**src/rtl/cmd_dec_pkg.sv**
```systemverilog
package cmd_dec_pkg;
  typedef enum logic [2:0] {
    PS_LISTEN,
    PS_MUTE,
    PS_WAVE,
    PS_FREQ,
    PS_OUTC,
    PS_END
  } parse_st_e;

  typedef struct packed {
    logic wave;
    logic freq;
    logic en;
  } settings_t;
endpackage

```
**src/rtl/field_decode.sv**
```systemverilog
module field_decode #(
  parameter int DATA_W = 8,
  parameter logic [DATA_W-1:0] CH_A = 8'h31,
  parameter logic [DATA_W-1:0] CH_B = 8'h32
) (
  input  logic [DATA_W-1:0] ch_i,
  output logic              ok_o,
  output logic              sel_o
);
  always_comb begin
    ok_o  = (ch_i == CH_A) || (ch_i == CH_B);
    sel_o = (ch_i == CH_B);
  end
endmodule

```
**src/rtl/cmd_parser.sv**
```systemverilog
module cmd_parser
  import cmd_dec_pkg::*;
#(
  parameter int DATA_W = 8,
  parameter logic [DATA_W-1:0] NODE_ID  = 8'h33,
  parameter logic [DATA_W-1:0] END_MARK = 8'h38,
  parameter logic [DATA_W-1:0] CH_A     = 8'h31,
  parameter logic [DATA_W-1:0] CH_B     = 8'h32
) (
  input  logic              clk,
  input  logic              rst_n,
  input  logic              byte_vld,
  input  logic [DATA_W-1:0] byte_dat,
  output logic              commit_o,
  output settings_t         cmd_o,
  output logic              listening_o
);
  parse_st_e st_q, st_d;
  logic      wave_q, freq_q, en_q, bad_q;
  logic      fld_ok, fld_sel;
  logic      is_id, is_end;

  field_decode #(.DATA_W(DATA_W), .CH_A(CH_A), .CH_B(CH_B)) u_fld (
    .ch_i (byte_dat),
    .ok_o (fld_ok),
    .sel_o(fld_sel)
  );

  always_comb begin
    is_id  = (byte_dat == NODE_ID);
    is_end = (byte_dat == END_MARK);
    st_d   = st_q;
    if (byte_vld) begin
      unique case (st_q)
        PS_LISTEN: st_d = is_id ? PS_WAVE : (is_end ? PS_LISTEN : PS_MUTE);
        PS_MUTE:   st_d = is_end ? PS_LISTEN : PS_MUTE;
        PS_WAVE:   st_d = PS_FREQ;
        PS_FREQ:   st_d = PS_OUTC;
        PS_OUTC:   st_d = PS_END;
        PS_END:    st_d = PS_LISTEN;
        default:   st_d = PS_LISTEN;
      endcase
    end
  end

  always_ff @(posedge clk) begin
    if (!rst_n) begin
      st_q   <= PS_LISTEN;
      wave_q <= 1'b0;
      freq_q <= 1'b0;
      en_q   <= 1'b0;
      bad_q  <= 1'b0;
    end else begin
      st_q <= st_d;
      if (byte_vld) begin
        unique case (st_q)
          PS_WAVE: begin
            wave_q <= fld_sel;
            bad_q  <= !fld_ok;
          end
          PS_FREQ: begin
            freq_q <= fld_sel;
            bad_q  <= bad_q | !fld_ok;
          end
          PS_OUTC: begin
            en_q  <= !fld_sel;
            bad_q <= bad_q | !fld_ok;
          end
          default: ;
        endcase
      end
    end
  end

  assign commit_o    = byte_vld && (st_q == PS_END) && is_end && !bad_q;
  assign cmd_o       = '{wave: wave_q, freq: freq_q, en: en_q};
  assign listening_o = (st_q != PS_MUTE);


  mute_hold_chk: assert property (@(posedge clk) disable iff (!rst_n)
    (!listening_o && !(byte_vld && byte_dat == END_MARK)) |=> !listening_o);


  id_start_chk: assert property (@(posedge clk) disable iff (!rst_n)
    (st_q == PS_LISTEN && byte_vld && byte_dat == NODE_ID) |=> (st_q == PS_WAVE && listening_o));


  end_absorb_chk: assert property (@(posedge clk) disable iff (!rst_n)
    (st_q == PS_LISTEN && byte_vld && byte_dat == END_MARK) |=> (st_q == PS_LISTEN));
endmodule

```
**src/rtl/settings_reg.sv**
```systemverilog
module settings_reg
  import cmd_dec_pkg::*;
#(
  parameter int CODE_W = 3
) (
  input  logic              clk,
  input  logic              rst_n,
  input  logic              commit_i,
  input  settings_t         cmd_i,
  output settings_t         cfg_o,
  output logic              load_o,
  output logic [CODE_W-1:0] code_o,
  output logic              idle_o
);
  logic [CODE_W-1:0] code_d;

  always_comb begin
    code_d = cmd_i.en ? (CODE_W'(1) + CODE_W'({cmd_i.wave, cmd_i.freq})) : '0;
  end

  always_ff @(posedge clk) begin
    if (!rst_n) begin
      cfg_o  <= '0;
      load_o <= 1'b0;
      code_o <= '0;
      idle_o <= 1'b1;
    end else begin
      load_o <= commit_i;
      if (commit_i) begin
        cfg_o  <= cmd_i;
        code_o <= code_d;
        idle_o <= !cmd_i.en;
      end
    end
  end


  load_one_shot_chk: assert property (@(posedge clk) disable iff (!rst_n)
    load_o |=> !load_o);


  hold_chk: assert property (@(posedge clk) disable iff (!rst_n)
    !commit_i |=> ($stable(cfg_o) && $stable(code_o) && $stable(idle_o)));


  idle_code_chk: assert property (@(posedge clk) disable iff (!rst_n)
    idle_o == (code_o == '0));
endmodule

```
**src/rtl/cmd_byte_decoder.sv**
```systemverilog
module cmd_byte_decoder
  import cmd_dec_pkg::*;
#(
  parameter int DATA_W = 8,
  parameter int CODE_W = 3,
  parameter logic [DATA_W-1:0] NODE_ID  = 8'h33,
  parameter logic [DATA_W-1:0] END_MARK = 8'h38
) (
  input  logic              clk,
  input  logic              rst_n,
  input  logic              in_valid,
  output logic              in_ready,
  input  logic [DATA_W-1:0] in_data,
  output logic              cfg_load,
  output logic              wave_sel,
  output logic              freq_sel,
  output logic              out_en,
  output logic [CODE_W-1:0] mode_code,
  output logic              idle_ind,
  output logic              listening
);
  localparam logic [DATA_W-1:0] CH_A = DATA_W'(8'h31);
  localparam logic [DATA_W-1:0] CH_B = DATA_W'(8'h32);

  logic      take;
  logic      commit;
  settings_t cmd, cfg;

  assign in_ready = rst_n;
  assign take     = in_valid && in_ready;

  cmd_parser #(
    .DATA_W(DATA_W), .NODE_ID(NODE_ID), .END_MARK(END_MARK), .CH_A(CH_A), .CH_B(CH_B)
  ) u_parse (
    .clk        (clk),
    .rst_n      (rst_n),
    .byte_vld   (take),
    .byte_dat   (in_data),
    .commit_o   (commit),
    .cmd_o      (cmd),
    .listening_o(listening)
  );

  settings_reg #(.CODE_W(CODE_W)) u_set (
    .clk     (clk),
    .rst_n   (rst_n),
    .commit_i(commit),
    .cmd_i   (cmd),
    .cfg_o   (cfg),
    .load_o  (cfg_load),
    .code_o  (mode_code),
    .idle_o  (idle_ind)
  );

  assign wave_sel = cfg.wave;
  assign freq_sel = cfg.freq;
  assign out_en   = cfg.en;
endmodule

```
**config.mk**
```make
export PLATFORM = sky130hd
export DESIGN_NAME = cmd_byte_decoder
export DESIGN_NICKNAME = d
export VERILOG_FILES = /design/src/rtl/cmd_dec_pkg.sv /design/src/rtl/field_decode.sv /design/src/rtl/cmd_parser.sv /design/src/rtl/settings_reg.sv /design/src/rtl/cmd_byte_decoder.sv
export SDC_FILE = /design/constraint.sdc
export NUM_CORES = 1
export LEC_CHECK = 0
export BUFFER_PORTS_ARGS = -buffer_cell sky130_fd_sc_hd__clkbuf_2
export CAP_MARGIN = 25
export CORE_AREA = 2 2 42 44
export CTS_CLUSTER_SIZE = 20
export DETAILED_ROUTE_END_ITERATION = 10
export DIE_AREA = 0 0 44 46
export GPL_ROUTABILITY_DRIVEN = 0
export PLACE_DENSITY = 0.87
export SYNTH_ARGS = -nofsm -noshare
export SYNTH_HDL_FRONTEND = slang
export SYNTH_SLANG_ARGS = --single-unit
```
**constraint.sdc**
```tcl
create_clock -name clk -period 3.35 [get_ports clk]
set_input_delay 0.1675 -clock clk [delete_from_list [all_inputs] [get_ports clk]]
set_output_delay 0.1675 -clock clk [all_outputs]
set_load 0.1 [all_outputs]
```
==> results of run 1 <==
layer usage:
metal  wire length, um  GRT usage (%)  vias to the layer above
met1               753           22.4                      319
met4                24           10.9                        0
li1                  -              -                      370
met5                 0              0                        -
met3                68           3.57                        2
met2               723           29.7                       15
worst reg2reg max path, delay by kind of cell, from the launching register on:
family          cells  cell delay, ns
flops               1            0.52
simple gates        2            0.63
compound gates      1            0.22
kinds of logic after synthesis:
| logic type | share of synthesized area, % |
|---|---|
| fa+ha+maj | 1.53 |
| simple gates | 36.6 |
| compound gates | 10.8 |
| flops | 36.6 |
| mux | 8.55 |
| xor+xnor | 2.14 |
| buf+inv | 3.66 |
layout make-up:
type	instances	area share, %
Sequential cell	15	31.9
Clock buffer	4	2.79
Multi-Input combinational cell	70	52.0
Inverter	1	0.399
Timing Repair Buffer	20	10.6
Tap cell	17	2.26
power by group through the flow:
| stage | Sequential [mW] | Clock [mW] | Combinational (mW) |
|---|---|---|---|
| floorplan | 0.185 | 0 | 0.0387 |
| global placement | 0.188 | 0 | 0.0474 |
| detailed placement | 0.188 | 0 | 0.0490 |
| CTS | 0.184 | 0.102 | 0.0490 |
| global route | 0.185 | 0.108 | 0.0531 |
| finish | 0.184 | 0.0997 | 0.0489 |
stage by stage:
| stage | total power, mW | instance area, sq um | std cells | setup slack (ns) | hold WS [ns] |
|---|---|---|---|---|---|
| after floorplan | 0.223 | 820 | 92 | 1.82 | 0.328 |
| after global placement | 0.235 | 915 | 123 | 1.83 | 0.442 |
| after detailed placement | 0.237 | 915 | 123 | 1.78 | 0.454 |
| after CTS | 0.335 | 941 | 127 | 1.74 | 0.245 |
| after global routing | 0.346 | 941 | 127 | 1.65 | 0.254 |
| final | 0.333 | 941 | 127 | 1.74 | 0.247 |
flip-flops by register name, summed over array words and instances (netlist names):
signal and cells:
u_set.cfg_o 3, u_parse.en_q 1, u_set.code_o 3, u_parse.wave_q 1, u_parse.bad_q 1, u_set.load_o 1, u_parse.st_q 3, u_set.idle_o 1
u_parse.freq_q 1
final timing paths:
path	slack [ns]	startpoint	cells after the start	endpoint
max	1.74	u_parse.st_q[0]	3	listening
min	0.25	in_data[2]	3	u_parse.en_q
max reg2reg	1.88	u_parse.st_q[1]	3	u_parse.bad_q
min reg2reg	0.46	u_set.cfg_o[0]	2	u_set.cfg_o[0]
synth_stat cells, drive strengths merged, types with 3 or more instances:
cell type  instances
nor2b              4
nor4bb             3
o22ai              3
nand2b             5
clkbuf             5
mux2i              7
nand2             15
dfxtp             15
a21oi              3
nor2               4
o21ai              5
==> summary.txt, run 1 <==
Layout
  – Final Util: 58.3%
  – Area grow syn2layout: 14.8%
  – Register area: 300 sq um
  – Ant diodes: 0
  – Most frequent cells in the layout: 20 x clkbuf_2, 15 x nand2_1, 15 x dfxtp_1
  – Commonest non-fill, non-tap cell in the layout: clkbuf_2
  – Layout cells sized above 1: 22.7%
  – Nets: 123
  – Area of the multi-input gates: 489 sq um
  – Filler cells: 138

Yosys
  – Cells after Synth: 92
  – EDFF count, synth: 0
  – Unique masters post-synth: 30
  – Top cells by area, synth: dfxtp_1 37%, mux2i_1 8.5%, nand2_1 6.9%
  – Post-Syn Area: 820 sq um
  – Yosys top cell by area: dfxtp_1
  – Ys flop type: dfxtp_1
  – Mapped Avg Cell Area: 8.91 sq um
  – Area share of the largest cell type after synthesis: 36.6%
  – Post-synth ARST share: 0%
  – Flops & latches, synth: 15
  – Ys Warns: 0
  – Seq/Total Area, Yosys: 36.6%
  – Syn Nets: 104

Place
  – Port bufs: 20
  – Post-detail-place hpwl: 1230 um

Setup path
  – Buf+Inv Stages, Crit Path: 1
  – Worst Path Required: 3.18 ns
  – Critical-path top delay cell: dfxtp_1
  – CP arrival: 1.44 ns
  – Type of the worst setup path: flip-flop to output port
  – Setup crit end kind: output port
  – Cell family with most CP delay: flip-flops
  – Worst path max stage delay: 0.51 ns
  – CP Launch Type: flip-flop
  – CP Cell Sequence: nor2b_1, nand2b_1, clkbuf_2
  – CP Max Fanout: 11

Power
  – Sw Pwr: 0.0919 mW
  – Clock power frac: 30.0%
  – Reg power frac: 55.3%
  – Leak: 0.429 nW
  – Power Dens Cells: 354 nW/um^2
  – Sw frac: 27.6%
  – P_int: 0.241 mW
  – Max VDD drop: 0.000208 V
  – Comb power frac: 14.7%

Floorplanning
  – Die width: 44 um
  – Row count: 15
  – Initial Util: 50.8%
  – I/O pin cnt: 21
  – Die height: 46 um
  – Core area: 1610 sq um
  – Die area: 2020 sq um

Clocking
  – CTS clk-pin slew, worst paths: 0.09 ns
  – Post-CTS Resized: 0
  – Post-CTS Setup Inserts: 0
  – Later-pin clock latency in the skew report: 0.27 ns
  – CTS sink cnt: 15
  – Hold buffer count at cts: 0
  – CTS tree: yes
  – Htree depth: 1
  – Root Driver: clkbuf_4
  – Maximum root-to-sink buffer count: 2
  – CTS buffer count: 3

Global routing
  – Vias in the first global route: 640
  – First-pass GRT wire length: 2680 um
  – Largest net degree at the start of global routing: 21
  – Initial antenna violation count: 0
  – GRT Util Overall: 18.3%
  – Remaining Overflow, GRT: 0

Hold path
  – Worst min path class: primary input to flip-flop

Drt
  – 1st-pass router iterations: 4
  – Total wire length: 1570 um
  – Vias: 706
  – Drt wl/cell: 12.4 um
  – DRT antenna net count: 0
  – DRC: 0
  – Initial drt markers: 14
  – Vias per cell: 5.56

Timing
  – Final setup violation count: 0
  – Slew HR: 64.2%
  – Worst-Margin Slew: 0.539 ns
  – Number of hold violations in the final report: 0
  – RSZ-0062 raised after global routing: no
  – Final worst-path cycle share: 48.0%
  – Total negative slack: 0 ns
  – Tmin final: 1.61 ns
  – Clk_skew: 0.00178 ns
  – Fmax: 622 MHz
  – Max Slew Vio Count: 0

Run status
  – Status: completed

Flow run
  – Maximum capacitance violations: 0
(Power assumes the default switching activity.)
==> run 2, diff against run 1 <==
CORE_AREA = 2 2 44 46   (was 2 2 42 44)
DIE_AREA = 0 0 46 48   (was 0 0 44 46)
PLACE_DENSITY = 0.81   (was 0.87)
clock period = 1.7 ns   (was 3.35 ns; I/O delays follow)
==> summary.txt, run 2 (synthesis gave the netlist of run 1 again) <==
Setup path
  – CP arrival: 1.45 ns
  – CP Cell Sequence: nor2b_1, nand2b_1, clkbuf_2
  – Cell family with most CP delay: flip-flops
  – Type of the worst setup path: flip-flop to output port
  – Worst path max stage delay: 0.54 ns
  – CP Max Fanout: 10
  – Worst R2R End: u_set.cfg_o[2]
  – FF-to-FF Start: u_parse.st_q[2]
  – Cell depth of the worst flop-to-flop path: 3
  – R2R setup slack: 0.23 ns
  – Setup crit end kind: output port
  – Critical-path top delay cell: dfxtp_1
  – Worst Path Required: 1.62 ns
  – Buf+Inv Stages, Crit Path: 1
  – CP Launch Type: flip-flop

Clocking
  – Hold buffer count at cts: 0
  – Maximum root-to-sink buffer count: 2
  – CTS tree: yes
  – CTS clk-pin slew, worst paths: 0.09 ns
  – CTS sink cnt: 15
  – Root Driver: clkbuf_4
  – Later-pin clock latency in the skew report: 0.28 ns
  – Post-CTS Resized: 0
  – CTS buffer count: 3
  – Htree depth: 1
  – Post-CTS Setup Inserts: 0

Layout
  – Ant diodes: 0
  – Nets: 126
  – Area of all placed cells without fillers: 963 sq um
  – Filler cells: 182
  – Final Util: 57.0%
  – Commonest non-fill, non-tap cell in the layout: clkbuf_2
  – Top flop regs: u_parse.st_q (3), u_set.cfg_o (3), u_set.code_o (3)
  – Area grow syn2layout: 17.6%
  – Most frequent cells in the layout: 20 x clkbuf_2, 15 x nand2_1, 15 x dfxtp_1
  – Layout cells sized above 1: 24.8%

Drt
  – Initial drt markers: 11
  – Total wire length: 1750 um
  – Drt wl/cell: 13.5 um
  – DRT antenna net count: 0
  – Vias: 757
  – DRC: 0
  – 1st-pass router iterations: 4
  – Vias per cell: 5.82

Floorplanning
  – Die height: 48 um
  – Core area: 1690 sq um
  – Die width: 46 um
  – Initial Util: 48.5%
  – Row count: 15
  – I/O pin cnt: 21
  – Die area: 2210 sq um

Timing
  – Clk_skew: 0.000754 ns
  – Tmin final: 1.54 ns
  – RSZ-0062 raised after global routing: no
  – Final worst-path cycle share: 90.4%
  – Total negative slack: 0 ns
  – Max Slew Vio Count: 0
  – Final setup violation count: 0
  – Worst-Margin Slew: 0.545 ns
  – Fmax: 650 MHz
  – Slew HR: 63.8%
  – Number of hold violations in the final report: 0

Hold path
  – Hold-critical path depth: 3
  – Worst min path class: primary input to flip-flop
  – HP Start: in_data[2]
  – Hold Path End: u_parse.en_q

Global routing
  – First-pass GRT wire length: 2870 um
  – Vias in the first global route: 685
  – GRT Util Overall: 18.0%
  – Remaining Overflow, GRT: 0
  – Initial antenna violation count: 0
  – Largest net degree at the start of global routing: 20

Run status
  – Status: completed

Power
  – Total Power: 0.671 mW
  – Max VDD drop: 0.000505 V
  – Leak: 0.445 nW
  – Power Dens Cells: 697 nW/um^2

Place
  – Area after DPL: 937 sq um
  – Post-detail-place hpwl: 1320 um
  – Port bufs: 20

Flow run
  – Maximum capacitance violations: 0
## run 2: cell count changes in the layout (fill, tap and decap cells not counted), sizes merged
cell  delta
buf      +3
## run 2: worst max path at each step
stage               startpoint               to  slack [ns]  depth (start not counted)
6_report       u_parse.st_q[2]        listening        0.16                          3
5_1_grt        u_parse.st_q[2]        listening        0.08                          3
4_1_cts        u_parse.st_q[0]        listening        0.16                          4
3_5_place_dp        in_data[0]  u_set.code_o[0]        0.18                          4
3_3_place_gp        in_data[0]  u_set.code_o[0]        0.24                          4
2_1_floorplan  u_parse.st_q[1]        listening        0.26                          2
## run 2: stage by stage
step,setup WS [ns],instances,hold WS [ns]
after floorplan,0.257,92,0.246
after global placement,0.242,126,0.437
after detailed placement,0.176,126,0.448
after CTS,0.163,130,0.160
after global routing,0.0767,130,0.175
final,0.163,130,0.156
## run 2: power by group
part | total, mW | switching, mW | internal, mW
registers | 0.357 | 0.00267 | 0.354
clock network | 0.203 | 0.112 | 0.0910
logic | 0.112 | 0.0768 | 0.0349
## run 2: worst reg2reg max path, cell delays in order, from the launching register on
cell	delay [ns]
dfxtp_1	0.54
nor4b_1	0.37
and4_1	0.30
mux2i_1	0.19
## run 2: final cells by class
cell class	count	area [sq um]	share of cell area (%)
clock buffer	4	26.3	2.73
inverter	1	3.75	0.390
multi-input combinational	70	489	50.8
sequential	15	300	31.2
tap	17	21.3	2.21
timing repair buffer	23	123	12.7
## run 2: routing by layer
layer	wire, um	up-vias	part of all wire (%)	global-route usage [%]
met1	764	354	44	21.6
li1	-	373	-	-
met5	0	-	0	0
met2	868	26	50	32.8
met3	100	4	5.7	2.64
met4	17	0	0.97	5.71
